<file path="config.mk">
export PLATFORM = sky130hd
export DESIGN_NAME = lwake_detector
export DESIGN_NICKNAME = d
export VERILOG_FILES = /design/src/rtl/lwake_pkg.sv /design/src/rtl/lwake_sync.sv /design/src/rtl/lwake_cyc_timer.sv /design/src/rtl/lwake_pin_det.sv /design/src/rtl/lwake_detector.sv
export SDC_FILE = /design/constraint.sdc
export NUM_CORES = 1
export LEC_CHECK = 0
export BUFFER_PORTS_ARGS = -buffer_cell sky130_fd_sc_hd__buf_2
export CAP_MARGIN = 40
export CORE_MARGIN = 8
export CORE_UTILIZATION = 55
export DETAILED_ROUTE_END_ITERATION = 7
export HOLD_SLACK_MARGIN = 0.02
export PLACE_DENSITY = 0.81
export RECOVER_POWER = 100
export SLEW_MARGIN = 15
export SYNTH_ARGS = -nofsm -noshare
export SYNTH_HDL_FRONTEND = slang
export SYNTH_HIERARCHICAL = 1
export SYNTH_SLANG_ARGS = --single-unit
</file>
<file path="constraint.sdc">
create_clock -name clk -period 4.1 [get_ports clk]
set_clock_uncertainty 0.05 [all_clocks]
set_input_delay 0.82 -clock clk [delete_from_list [all_inputs] [get_ports clk]]
set_output_delay 0.82 -clock clk [all_outputs]
set_load 0.03 [all_outputs]
</file>
<file path="src/rtl/lwake_pkg.sv">
package lwake_pkg;
   localparam int NUM_PINS = 3;
   localparam int REG_W    = 8;

   typedef enum logic [2:0] {
      WM_OFF    = 3'd0,
      WM_RISE   = 3'd1,
      WM_FALL   = 3'd2,
      WM_BOTH   = 3'd3,
      WM_PULSE  = 3'd4,
      WM_CYCLIC = 3'd5
   } wake_mode_e;

   localparam logic [1:0] A_MODE01 = 2'd0;
   localparam logic [1:0] A_MODE2  = 2'd1;
   localparam logic [1:0] A_STAT   = 2'd2;
   localparam logic [1:0] A_CYC    = 2'd3;

   localparam logic [3:0] PER_RST = 4'd3;
   localparam logic [3:0] ON_RST  = 4'd1;
endpackage

</file>
<file path="src/rtl/lwake_sync.sv">
module lwake_sync #(
   parameter int WIDTH  = 3,
   parameter int STAGES = 2
) (
   input  logic             clk,
   input  logic             rst_n,
   input  logic [WIDTH-1:0] d,
   output logic [WIDTH-1:0] q
);
   if (STAGES < 2) begin : g_bad_stages
      $error("lwake_sync: STAGES must be at least 2");
   end

   logic [WIDTH-1:0] stage_q [STAGES];

   always_ff @(posedge clk or negedge rst_n) begin
      if (!rst_n) begin
         for (int s = 0; s < STAGES; s++) stage_q[s] <= '0;
      end else begin
         stage_q[0] <= d;
         for (int s = 1; s < STAGES; s++) stage_q[s] <= stage_q[s-1];
      end
   end

   assign q = stage_q[STAGES-1];
endmodule

</file>
<file path="src/rtl/lwake_cyc_timer.sv">
module lwake_cyc_timer #(
   parameter int PERIOD_UNIT = 4,
   parameter int CODE_W      = 4
) (
   input  logic              clk,
   input  logic              rst_n,
   input  logic              run,
   input  logic [CODE_W-1:0] per_code,
   input  logic [CODE_W-1:0] on_code,
   output logic              sense_en,
   output logic              smp_stb
);
   localparam int TW = $clog2((2**CODE_W) * PERIOD_UNIT + 1);

   if (PERIOD_UNIT < 1) begin : g_bad_unit
      $error("lwake_cyc_timer: PERIOD_UNIT must be at least 1");
   end

   logic [TW-1:0] cnt_q;
   logic [TW-1:0] period_len;
   logic [TW-1:0] on_len;
   logic [TW-1:0] on_eff;

   always_comb begin
      period_len = (TW'(per_code) + TW'(1)) * TW'(PERIOD_UNIT);
      on_len     = TW'(on_code) + TW'(1);
      on_eff     = (on_len > period_len) ? period_len : on_len;
   end

   always_ff @(posedge clk or negedge rst_n) begin
      if (!rst_n)                        cnt_q <= '0;
      else if (!run)                     cnt_q <= '0;
      else if (cnt_q >= period_len - 1)  cnt_q <= '0;
      else                               cnt_q <= cnt_q + TW'(1);
   end

   assign sense_en = run && (cnt_q < on_eff);
   assign smp_stb  = run && (cnt_q == on_eff - TW'(1));
endmodule

</file>
<file path="src/rtl/lwake_pin_det.sv">
module lwake_pin_det
   import lwake_pkg::*;
#(
   parameter int MIN_PULSE = 4,
   parameter int MAX_PULSE = 16
) (
   input  logic       clk,
   input  logic       rst_n,
   input  logic       arm,
   input  wake_mode_e mode,
   input  logic       lvl,
   input  logic       smp_stb,
   output logic       hit
);
   localparam int          CW    = $clog2(MAX_PULSE + 2);
   localparam logic [CW-1:0] MIN_C = CW'(MIN_PULSE);
   localparam logic [CW-1:0] MAX_C = CW'(MAX_PULSE);
   localparam logic [CW-1:0] SAT_C = CW'(MAX_PULSE + 1);

   logic          prev_q;
   logic [CW-1:0] width_q;
   logic          smp_q;
   logic          smp_vld_q;
   logic          rise, fall, pulse_ok, cyc_diff;

   always_ff @(posedge clk or negedge rst_n) begin
      if (!rst_n) begin
         prev_q    <= 1'b0;
         width_q   <= '0;
         smp_q     <= 1'b0;
         smp_vld_q <= 1'b0;
      end else begin
         prev_q <= lvl;
         if (!lvl)                width_q <= '0;
         else if (width_q != SAT_C) width_q <= width_q + CW'(1);
         if (arm && mode == WM_CYCLIC) begin
            if (smp_stb) begin
               smp_q     <= lvl;
               smp_vld_q <= 1'b1;
            end
         end else begin
            smp_vld_q <= 1'b0;
         end
      end
   end

   always_comb begin
      rise     = lvl && !prev_q;
      fall     = !lvl && prev_q;
      pulse_ok = fall && (width_q >= MIN_C) && (width_q <= MAX_C);
      cyc_diff = smp_stb && smp_vld_q && (lvl != smp_q);
      case (mode)
         WM_RISE:   hit = arm && rise;
         WM_FALL:   hit = arm && fall;
         WM_BOTH:   hit = arm && (rise || fall);
         WM_PULSE:  hit = arm && pulse_ok;
         WM_CYCLIC: hit = arm && cyc_diff;
         default:   hit = 1'b0;
      endcase
   end
endmodule

</file>
<file path="src/rtl/lwake_detector.sv">
module lwake_detector
   import lwake_pkg::*;
#(
   parameter int MIN_PULSE   = 4,
   parameter int MAX_PULSE   = 16,
   parameter int PERIOD_UNIT = 4,
   parameter int SYNC_STAGES = 2,
   parameter int NUM_DRV     = 4
) (
   input  logic               clk,
   input  logic               rst_n,
   input  logic               sleep,
   input  logic [2:0]         wake_in,
   input  logic               reg_wr,
   input  logic [1:0]         reg_addr,
   input  logic [7:0]         reg_wdata,
   output logic [7:0]         reg_rdata,
   output logic               wake_req,
   output logic               sense_en,
   output logic [NUM_DRV-1:0] drv_en
);
   localparam int DD_PIN = NUM_PINS - 1;

   if (NUM_DRV < 1 || NUM_DRV > 4) begin : g_bad_drv
      $error("lwake_detector: NUM_DRV must be 1..4");
   end
   if (MIN_PULSE < 1 || MAX_PULSE < MIN_PULSE) begin : g_bad_pulse
      $error("lwake_detector: need 1 <= MIN_PULSE <= MAX_PULSE");
   end

   wake_mode_e          mode_q [NUM_PINS];
   logic                dd_en_q;
   logic [1:0]          dd_sel_q;
   logic [NUM_PINS-1:0] mask_q;
   logic [NUM_PINS-1:0] status_q;
   logic [3:0]          per_q;
   logic [3:0]          on_q;

   logic [NUM_PINS-1:0] lvl;
   logic [NUM_PINS-1:0] arm;
   logic [NUM_PINS-1:0] hit;
   logic [NUM_PINS-1:0] clr;
   logic                any_cyc;
   logic                smp_stb;
   logic                wr_stat;

   lwake_sync #(.WIDTH(NUM_PINS), .STAGES(SYNC_STAGES)) u_sync (
      .clk(clk), .rst_n(rst_n), .d(wake_in), .q(lvl)
   );

   always_comb begin
      any_cyc = 1'b0;
      for (int i = 0; i < NUM_PINS; i++) begin
         arm[i] = sleep && !(i == DD_PIN && dd_en_q);
         if (arm[i] && mode_q[i] == WM_CYCLIC) any_cyc = 1'b1;
      end
   end

   lwake_cyc_timer #(.PERIOD_UNIT(PERIOD_UNIT), .CODE_W(4)) u_timer (
      .clk(clk), .rst_n(rst_n), .run(any_cyc), .per_code(per_q),
      .on_code(on_q), .sense_en(sense_en), .smp_stb(smp_stb)
   );

   for (genvar p = 0; p < NUM_PINS; p++) begin : g_pin
      lwake_pin_det #(.MIN_PULSE(MIN_PULSE), .MAX_PULSE(MAX_PULSE)) u_det (
         .clk(clk), .rst_n(rst_n), .arm(arm[p]), .mode(mode_q[p]),
         .lvl(lvl[p]), .smp_stb(smp_stb), .hit(hit[p])
      );
   end

   assign wr_stat = reg_wr && (reg_addr == A_STAT);
   assign clr     = wr_stat ? reg_wdata[NUM_PINS-1:0] : '0;

   always_ff @(posedge clk or negedge rst_n) begin
      if (!rst_n) begin
         for (int i = 0; i < NUM_PINS; i++) mode_q[i] <= WM_BOTH;
         dd_en_q  <= 1'b0;
         dd_sel_q <= 2'd0;
         mask_q   <= '0;
         per_q    <= PER_RST;
         on_q     <= ON_RST;
      end else if (reg_wr) begin
         case (reg_addr)
            A_MODE01: begin
               mode_q[0] <= wake_mode_e'(reg_wdata[2:0]);
               mode_q[1] <= wake_mode_e'(reg_wdata[5:3]);
            end
            A_MODE2: begin
               mode_q[2] <= wake_mode_e'(reg_wdata[2:0]);
               dd_en_q   <= reg_wdata[3];
               dd_sel_q  <= reg_wdata[5:4];
            end
            A_STAT:  mask_q <= reg_wdata[5:3];
            default: begin
               per_q <= reg_wdata[3:0];
               on_q  <= reg_wdata[7:4];
            end
         endcase
      end
   end

   always_ff @(posedge clk or negedge rst_n) begin
      if (!rst_n) status_q <= '0;
      else        status_q <= (status_q & ~clr) | hit;
   end

   assign wake_req = |(status_q & ~mask_q);

   always_comb begin
      case (reg_addr)
         A_MODE01: reg_rdata = {2'b00, mode_q[1], mode_q[0]};
         A_MODE2:  reg_rdata = {2'b00, dd_sel_q, dd_en_q, mode_q[2]};
         A_STAT:   reg_rdata = {2'b00, mask_q, status_q};
         default:  reg_rdata = {on_q, per_q};
      endcase
   end

   for (genvar j = 0; j < NUM_DRV; j++) begin : g_drv
      assign drv_en[j] = dd_en_q && (dd_sel_q == 2'(j)) && lvl[DD_PIN];
   end
endmodule

</file>
==> metrics.txt, run 1 <==
status=complete, but fails checks; failing checks=negative setup slack; max incr delay on CP=0.56 ns; Final period util=1.08; Vias=2992; final setup violation count=1; Setup WS post-layout=-0.311 ns; IO Pins=31; combinational share of power=0.376; number of synthesized flops with an enable pin=0; Post-Syn Instances=368; Top FF cell, synth=dfrtp_1; worst slack at placement=-0.163 ns; Max clock buf depth=2; WP data required=3.23 ns; die area=10200 µm²; Async SR Flop Fraction=1.00; H-Tree Depth=3; peak supply drop=0.315 mV; max_slew headroom=0.145; Power Dens Cells=467 nW/µm²; unrepaired setup endpoints after global routing=yes; TritonCTS clock tree=done; max cap viols=0; Post-Route WL=8650 µm; critical path class=reg -> out; Crit path top cell by count=o21a_1; DP HPWL=6340 µm; Initial Utilization=0.558; P_leak=2.11 nW; Clock Sinks=63; switching portion of total power=0.350; Clk Latency, worst-skew pair=0.34 ns; Total Routing Usage GR=0.183; Arr. time, crit path=3.54 ns; Rows=31; RD Place Congestion=0.857; IO Port Bufs=30; Die W=101 µm; detailed-router iteration count before antenna repair=4; clock root buffer=clkbuf_8; 1st-iter DRT viols=128; GRT overflow=0; drt drc=0; Seq cells post-synth=63; DR vias/cell=5.65; path category of the worst min-delay check=reg -> reg; Die H=101 µm; R2R cell count=19; Ys Warns=6; synthesized cell area=3990 µm²; TritonCTS buffer count=9; # diodes=0; Flop pwr share=0.371; Core Footprint=7140 µm²; DR WL/cell=16.3 µm; layout cells sized above 1=0.265; Hold Crit Depth=0; Avg Inst Size Synth=10.8 µm²; fmax=227 MHz; Final Hold Vio Count=0; Final ANT Viol Nets=0; clock network power share=0.252; Crit. End Element=output port; largest net degree at the start of global routing=24; synth unique cells=57; area grow syn2layout=15.9%; number of global-route vias before repair=3080; filler instances=582; # nets final=477; NetSw=0.000755 W; critical path cell sequence=ha_4 -> xor2_2 -> inv_2 -> ha_4 -> nand3b_1 -> a21oi_4 -> nand2_2 -> nand2_4 -> ha_4 -> nor2b_4 -> o21a_1 -> o21a_1 -> o21a_1 -> o21a_1 -> o21ai_1 -> and3b_2 -> buf_6; post-layout min period=4.41 ns; Worst-Margin Slew=1.28 ns; CTS Hold Bufs=0; sequential share of the synthesized area=0.398; Int Pwr=0.00140 W; Clock transition at path regs=0.07 ns; crit-path max FO=5; Slowest-stage cell, CP=dfstp_2; Pins Over Slew Limit=0; global-route wire length before repair=14700 µm; Setup crit start kind=flop; total power=0.00216 W; initial antenna violation count=0
## worst paths after layout
path                                              end  slack [ns]                   startpoint
min                             u_sync/q[1]$_DFF_PN0_        0.30  u_sync/stage_q[4]$_DFF_PN0_
max                                          sense_en       -0.31         per_q[1]$_DFFE_PN1P_
min in group asynchronous         on_q[1]$_DFFE_PN0P_        0.69                        rst_n
min reg2reg                     u_sync/q[1]$_DFF_PN0_        0.30  u_sync/stage_q[4]$_DFF_PN0_
max in group asynchronous  u_timer/cnt_q[0]$_DFF_PN0_        1.66                        rst_n
max reg2reg                     status_q[2]$_DFF_PN0_        0.03         per_q[1]$_DFFE_PN1P_
## cells in the final DEF (no fill, tap or decap), types with 3 or more instances in the layout
cell type and instances:
xor2_1 13, nand4_1 3, o21a_1 4, nor2_1 26, nand4b_1 5, or3b_1 3
o21ai_1 3, dfstp_2 9, inv_1 24, mux2_2 22, a21oi_2 3, dfrtp_1 54
ha_4 4, nor3_1 4, nor2_2 3, buf_2 14, a21o_1 4, and3b_1 3
mux4_2 6, nand3_1 21, or2b_1 3, clkbuf_8 10, clkbuf_1 20, nand2_1 9
o21ai_0 7, o22a_1 3, or2_2 3, nor2b_1 7, o31a_1 3, a21oi_1 10
nand3b_1 9, ha_1 30, buf_4 18, nand2b_1 5, and3_1 8, mux2i_1 3
xnor2_1 14, o211a_1 3
## state kept, by name, summed over array words and instances (netlist names), 4 cells and up
name,count
u_timer/cnt_q,7
g_pin.u_det/width_q,15
per_q,4
on_q,4
mode_q,9
## final cells by class
type                    count  area [µm²]  share of cell area
multi-input cells         275        2330               0.504
flip-flops and latches     63        1590               0.344
repair buffers             52         288              0.0623
clock buffers              11         141              0.0306
well taps                  99         124              0.0268
inverters                  25        93.8              0.0203
clock inverters             5        56.3              0.0122
## what timing repair did
action / in CTS / in global routing
setup buffers: 4 / 0
setup endpoints to repair: 1 / 1
gates resized for setup: 14 / 2
pin swaps: 5 / 1
## cell usage after synthesis, types with 2 or more instances
cell type / number / area, µm²
a21o_1: 4 / 30.0
a21oi_1: 9 / 45.0
a21oi_2: 5 / 43.8
and3_1: 6 / 37.5
and3_4: 3 / 33.8
and3b_1: 4 / 35.0
buf_4: 5 / 37.5
dfrtp_1: 54 / 1350
dfstp_2: 9 / 236
ha_1: 34 / 425
inv_1: 25 / 93.8
mux2_2: 23 / 259
mux2i_1: 3 / 30.0
mux4_2: 6 / 135
nand2_1: 10 / 37.5
nand2b_1: 5 / 31.3
nand3_1: 20 / 100
nand3_2: 2 / 20.0
nand3b_1: 8 / 60.1
nand4_1: 3 / 18.8
nand4b_1: 5 / 43.8
nor2_1: 26 / 97.6
nor2_2: 3 / 18.8
nor2b_1: 8 / 50.1
nor3_1: 4 / 20.0
nor4bb_1: 2 / 20.0
o211a_1: 3 / 30.0
o211ai_1: 2 / 15.0
o21a_1: 4 / 30.0
o21ai_0: 10 / 50.1
o22a_1: 3 / 26.3
o31a_1: 3 / 26.3
or2_2: 3 / 18.8
or2b_1: 3 / 22.5
or3b_1: 3 / 26.3
xnor2_1: 14 / 123
xor2_1: 14 / 123
## cell families after synthesis
kind of cell    Yosys count  share of synthesized area
flops                    63                      0.398
fa+ha+maj                34                      0.107
simple gates            127                      0.192
buf+inv                  31                     0.0339
mux                      34                      0.116
xor+xnor                 28                     0.0615
other cells               1                   0.000941
compound gates           50                     0.0907
## power by group through the flow
stage	Sequential, W	Combinational [W]	Clock [W]
after floorplan	0.000784	0.000512	0
after global placement	0.000802	0.000700	0
after detailed placement	0.000808	0.000733	0
after CTS	0.000798	0.000813	0.000557
after global routing	0.000812	0.000888	0.000584
final	0.000801	0.000812	0.000545
## per-layer routing
layer,vias up,GRT usage,part of all wire
met5,-,0,0
met4,0,0.0859,0.015
met3,12,0.0394,0.030
met2,52,0.304,0.52
met1,1513,0.220,0.44
li1,1415,-,-
## per-stage QoR
step | setup TNS, ns | hold WS, ns | utilization | cell area (µm²) | cells
after floorplan | 0 | 0.281 | - | 4010 | 369
after global placement | -0.0486 | 0.286 | 0.613 | 4370 | 509
after detailed placement | -0.163 | 0.289 | 0.617 | 4400 | 510
after CTS | -0.309 | 0.308 | 0.658 | 4690 | 530
after global routing | -1.04 | 0.316 | 0.647 | 4620 | 530
final | -0.311 | 0.301 | 0.647 | 4620 | 530
## worst max-delay path: cells and delay by family, from the launching register on
kind	cells	cell delay [ns]
flops	1	0.56
compound gates	6	1.01
simple gates	5	0.63
buf+inv	2	0.19
fa+ha+maj	3	0.62
xor+xnor	1	0.18
No activity file was read; power rests on OpenSTA's default activity.
==> inputs of run 2 (changes only) <==
Settings changed: CORE_UTILIZATION 55 to 63, PLACE_DENSITY 0.81 to 0.87.
Clock period 4.1 ns to 5.59 ns, I/O delays scaled along.
==> run 2 against run 1 <==
- the flow finishes with violations (max-capacitance violations, max-slew violations)
- worst setup slack better by 0.65 ns
- sequential cell count did not move
- sequential share of layout area increased by 1.7 points
- routed wire length is 4.1% lower
- core utilization up 5.8 points
- largest cell class unchanged
==> metrics.txt, run 2 (synthesis gave the netlist of run 1 again) <==
Power Dens Cells=360 nW/µm² (was 467 nW/µm²); met2 global-route usage=0.324 (was 0.304); # diodes=0 (unchanged); placed insts=471 (was 510); detailed-router iteration count before antenna repair=4 (unchanged); Core Footprint=6240 µm² (was 7140 µm²); TritonCTS buffer count=9 (unchanged); RD Place Congestion=0.832 (was 0.857); die area=9130 µm² (was 10200 µm²); Clock Sinks=63 (unchanged); Final period util=0.939; 1st-iter DRT viols=198 (was 128); Flop pwr share=0.376 (was 0.371); IO Port Bufs=30 (unchanged); post-layout min period=5.25 ns; Biggest register=g_pin.u_det/width_q (unchanged); area grow syn2layout=10.5% (was 15.9%); Worst-Margin Slew=3.30 ns (was 1.28 ns); NetSw=0.000517 W (was 0.000755 W); layout cells sized above 1=0.202 (was 0.265); critical path class=reg -> out (unchanged); # nets final=456 (was 477); switching portion of total power=0.327 (was 0.350); global-route wire length before repair=14500 µm (was 14700 µm); unrepaired setup endpoints after global routing=no (was yes); most common cell after layout, fill and taps aside=dfrtp_1 (unchanged); TritonCTS clock tree=done (unchanged); max cap viols=1 (was 0); Vias=2921 (was 2992); Setup crit start kind=flop (unchanged); Total Routing Usage GR=0.203 (was 0.183); Post-Route WL=8300 µm (was 8650 µm); Clk Latency, worst-skew pair=0.34 ns (about the same); Final Non-Filler Cells=487 (was 530); Max clock buf depth=2 (unchanged); DR WL/cell=17.0 µm (was 16.3 µm); clock root buffer=clkbuf_8 (unchanged); WP data required=4.42 ns (was 3.23 ns); filler instances=457 (was 582); P_leak=2.04 nW (was 2.11 nW); Post-CTS Setup Bufs=0 (was 4); crit-path max FO=9 (was 5); most frequent cells in the layout=54 x dfrtp_1, 34 x ha_1, 26 x nor2_1, 25 x inv_1, 23 x mux2_2 (was 54 x dfrtp_1, 30 x ha_1, 26 x nor2_1, 24 x inv_1, 22 x mux2_2); Int Pwr=0.00107 W (was 0.00140 W); drt drc=0 (unchanged); initial antenna violation count=0 (unchanged); Initial Utilization=0.639 (was 0.558); max FFs per register=15 (unchanged); clock network power share=0.333 (was 0.252); combinational share of power=0.291 (was 0.376); Crit. End Element=output port (unchanged); status=complete, but fails checks (unchanged); DR vias/cell=6.00 (was 5.65); Clock transition at path regs=0.07 ns (about the same); biggest regs=g_pin.u_det/width_q x15, mode_q x9, u_timer/cnt_q x7 (unchanged); GR Util met3=0.0417 (was 0.0394); Die H=95.5 µm (was 101 µm); met1 Use GR=0.254 (was 0.220); Final Hold Vio Count=0 (unchanged); GRT overflow=0 (unchanged); Arr. time, crit path=4.08 ns (was 3.54 ns); final setup violation count=0 (was 1); R2R Setup Slk=0.64 ns (was 0.03 ns); fmax=191 MHz; max_slew headroom=-1.20 (was 0.145); Die W=95.5 µm (was 101 µm); Pins Over Slew Limit=64 (was 0); path category of the worst min-delay check=reg -> reg (unchanged); peak supply drop=0.245 mV (was 0.315 mV); IO Pins=31 (unchanged); grt peak-use layer=met2 (unchanged); largest net degree at the start of global routing=64 (was 24); failing checks=max-capacitance violations, max-slew violations (was negative setup slack); Final ANT Viol Nets=0 (unchanged); DP HPWL=5820 µm (was 6340 µm); Rows=29 (was 31); final setup TNS=0 ns (was -0.311 ns); number of global-route vias before repair=3036 (was 3080); H-Tree Depth=3 (unchanged)
==> run 2: changes by cell type in the layout (fill, tap and decap cells not counted), sizes merged <==
cell    before  now
buf         33   15
bufinv       1    4
clkbuf      30   25
inv         26   25
==> run 2: power groups by stage <==
stage / sequential [W] / combinational [W] / clock [W]
2_1_floorplan: 0.000573 / 0.000366 / 0
3_3_place_gp: 0.000594 / 0.000444 / 0
3_5_place_dp: 0.000599 / 0.000462 / 0
4_1_cts: 0.000593 / 0.000469 / 0.000539
5_1_grt: 0.000605 / 0.000509 / 0.000558
6_report: 0.000595 / 0.000461 / 0.000528
==> run 2: metal layers <==
layer,wire length [µm],share of wire
met1,3660,0.44
met2,4060,0.49
met3,310,0.037
met4,263,0.032
met5,0,0
==> run 2: critical path, cell delays in order (launching register included) <==
cell and delay, ns:
dfstp_2 0.63, ha_1 0.27, xor2_1 0.25, inv_1 0.07, ha_1 0.33, and4_1 0.22
a21oi_2 0.20, and2_0 0.25, o21ai_1 0.13, ha_1 0.29, o21a_1 0.11, o21a_1 0.17
o21a_1 0.16, o21a_1 0.16, o21ai_0 0.13, and3b_1 0.17, clkbuf_2 0.20
==> run 2: area by class of cell <==
type                       count  area (µm²)  share of cell area
clock buffer                   9         124              0.0281
clock inverter                 7         145              0.0330
inverter                      25        93.8              0.0213
multi-input combinational    275        2220               0.504
sequential                    63        1590               0.361
tap                           77        96.3              0.0219
timing repair buffer          31         136              0.0310
==> run 2: path summary, 6_finish.rpt <==
kind / from / endpoint / cells past startpoint
setup / recovery: per_q[0]$_DFFE_PN1P_ / sense_en / 16
hold / removal: u_sync/stage_q[5]$_DFF_PN0_ / u_sync/q[2]$_DFF_PN0_ / 0
setup reg to reg: per_q[0]$_DFFE_PN1P_ / status_q[1]$_DFF_PN0_ / 16
hold reg to reg: u_sync/stage_q[5]$_DFF_PN0_ / u_sync/q[2]$_DFF_PN0_ / 0
max in group asynchronous: rst_n / g_pin[2].u_det/smp_q$_DFFE_PN0P_ / 2
min in group asynchronous: rst_n / on_q[3]$_DFFE_PN0P_ / 2
==> run 2: per-stage QoR <==
step / worst slack (ns) / power, W / utilization / hold slack [ns] / instance area [µm²]
after floorplan: 0.976 / 0.000939 / - / 0.281 / 3990
after global placement: 0.797 / 0.00104 / 0.673 / 0.286 / 4200
after detailed placement: 0.678 / 0.00106 / 0.673 / 0.286 / 4200
after CTS: 0.289 / 0.00160 / 0.716 / 0.312 / 4470
after global routing: 0.0602 / 0.00167 / 0.705 / 0.318 / 4400
final: 0.341 / 0.00158 / 0.705 / 0.309 / 4400
==> run 2: repair_timing <==
action / in CTS / in global routing
hold buffers: 0 / 0
endpoints found under the setup margin: 0 / 1
resized for setup: 0 / 2
hold endpoints to repair: 0 / 0
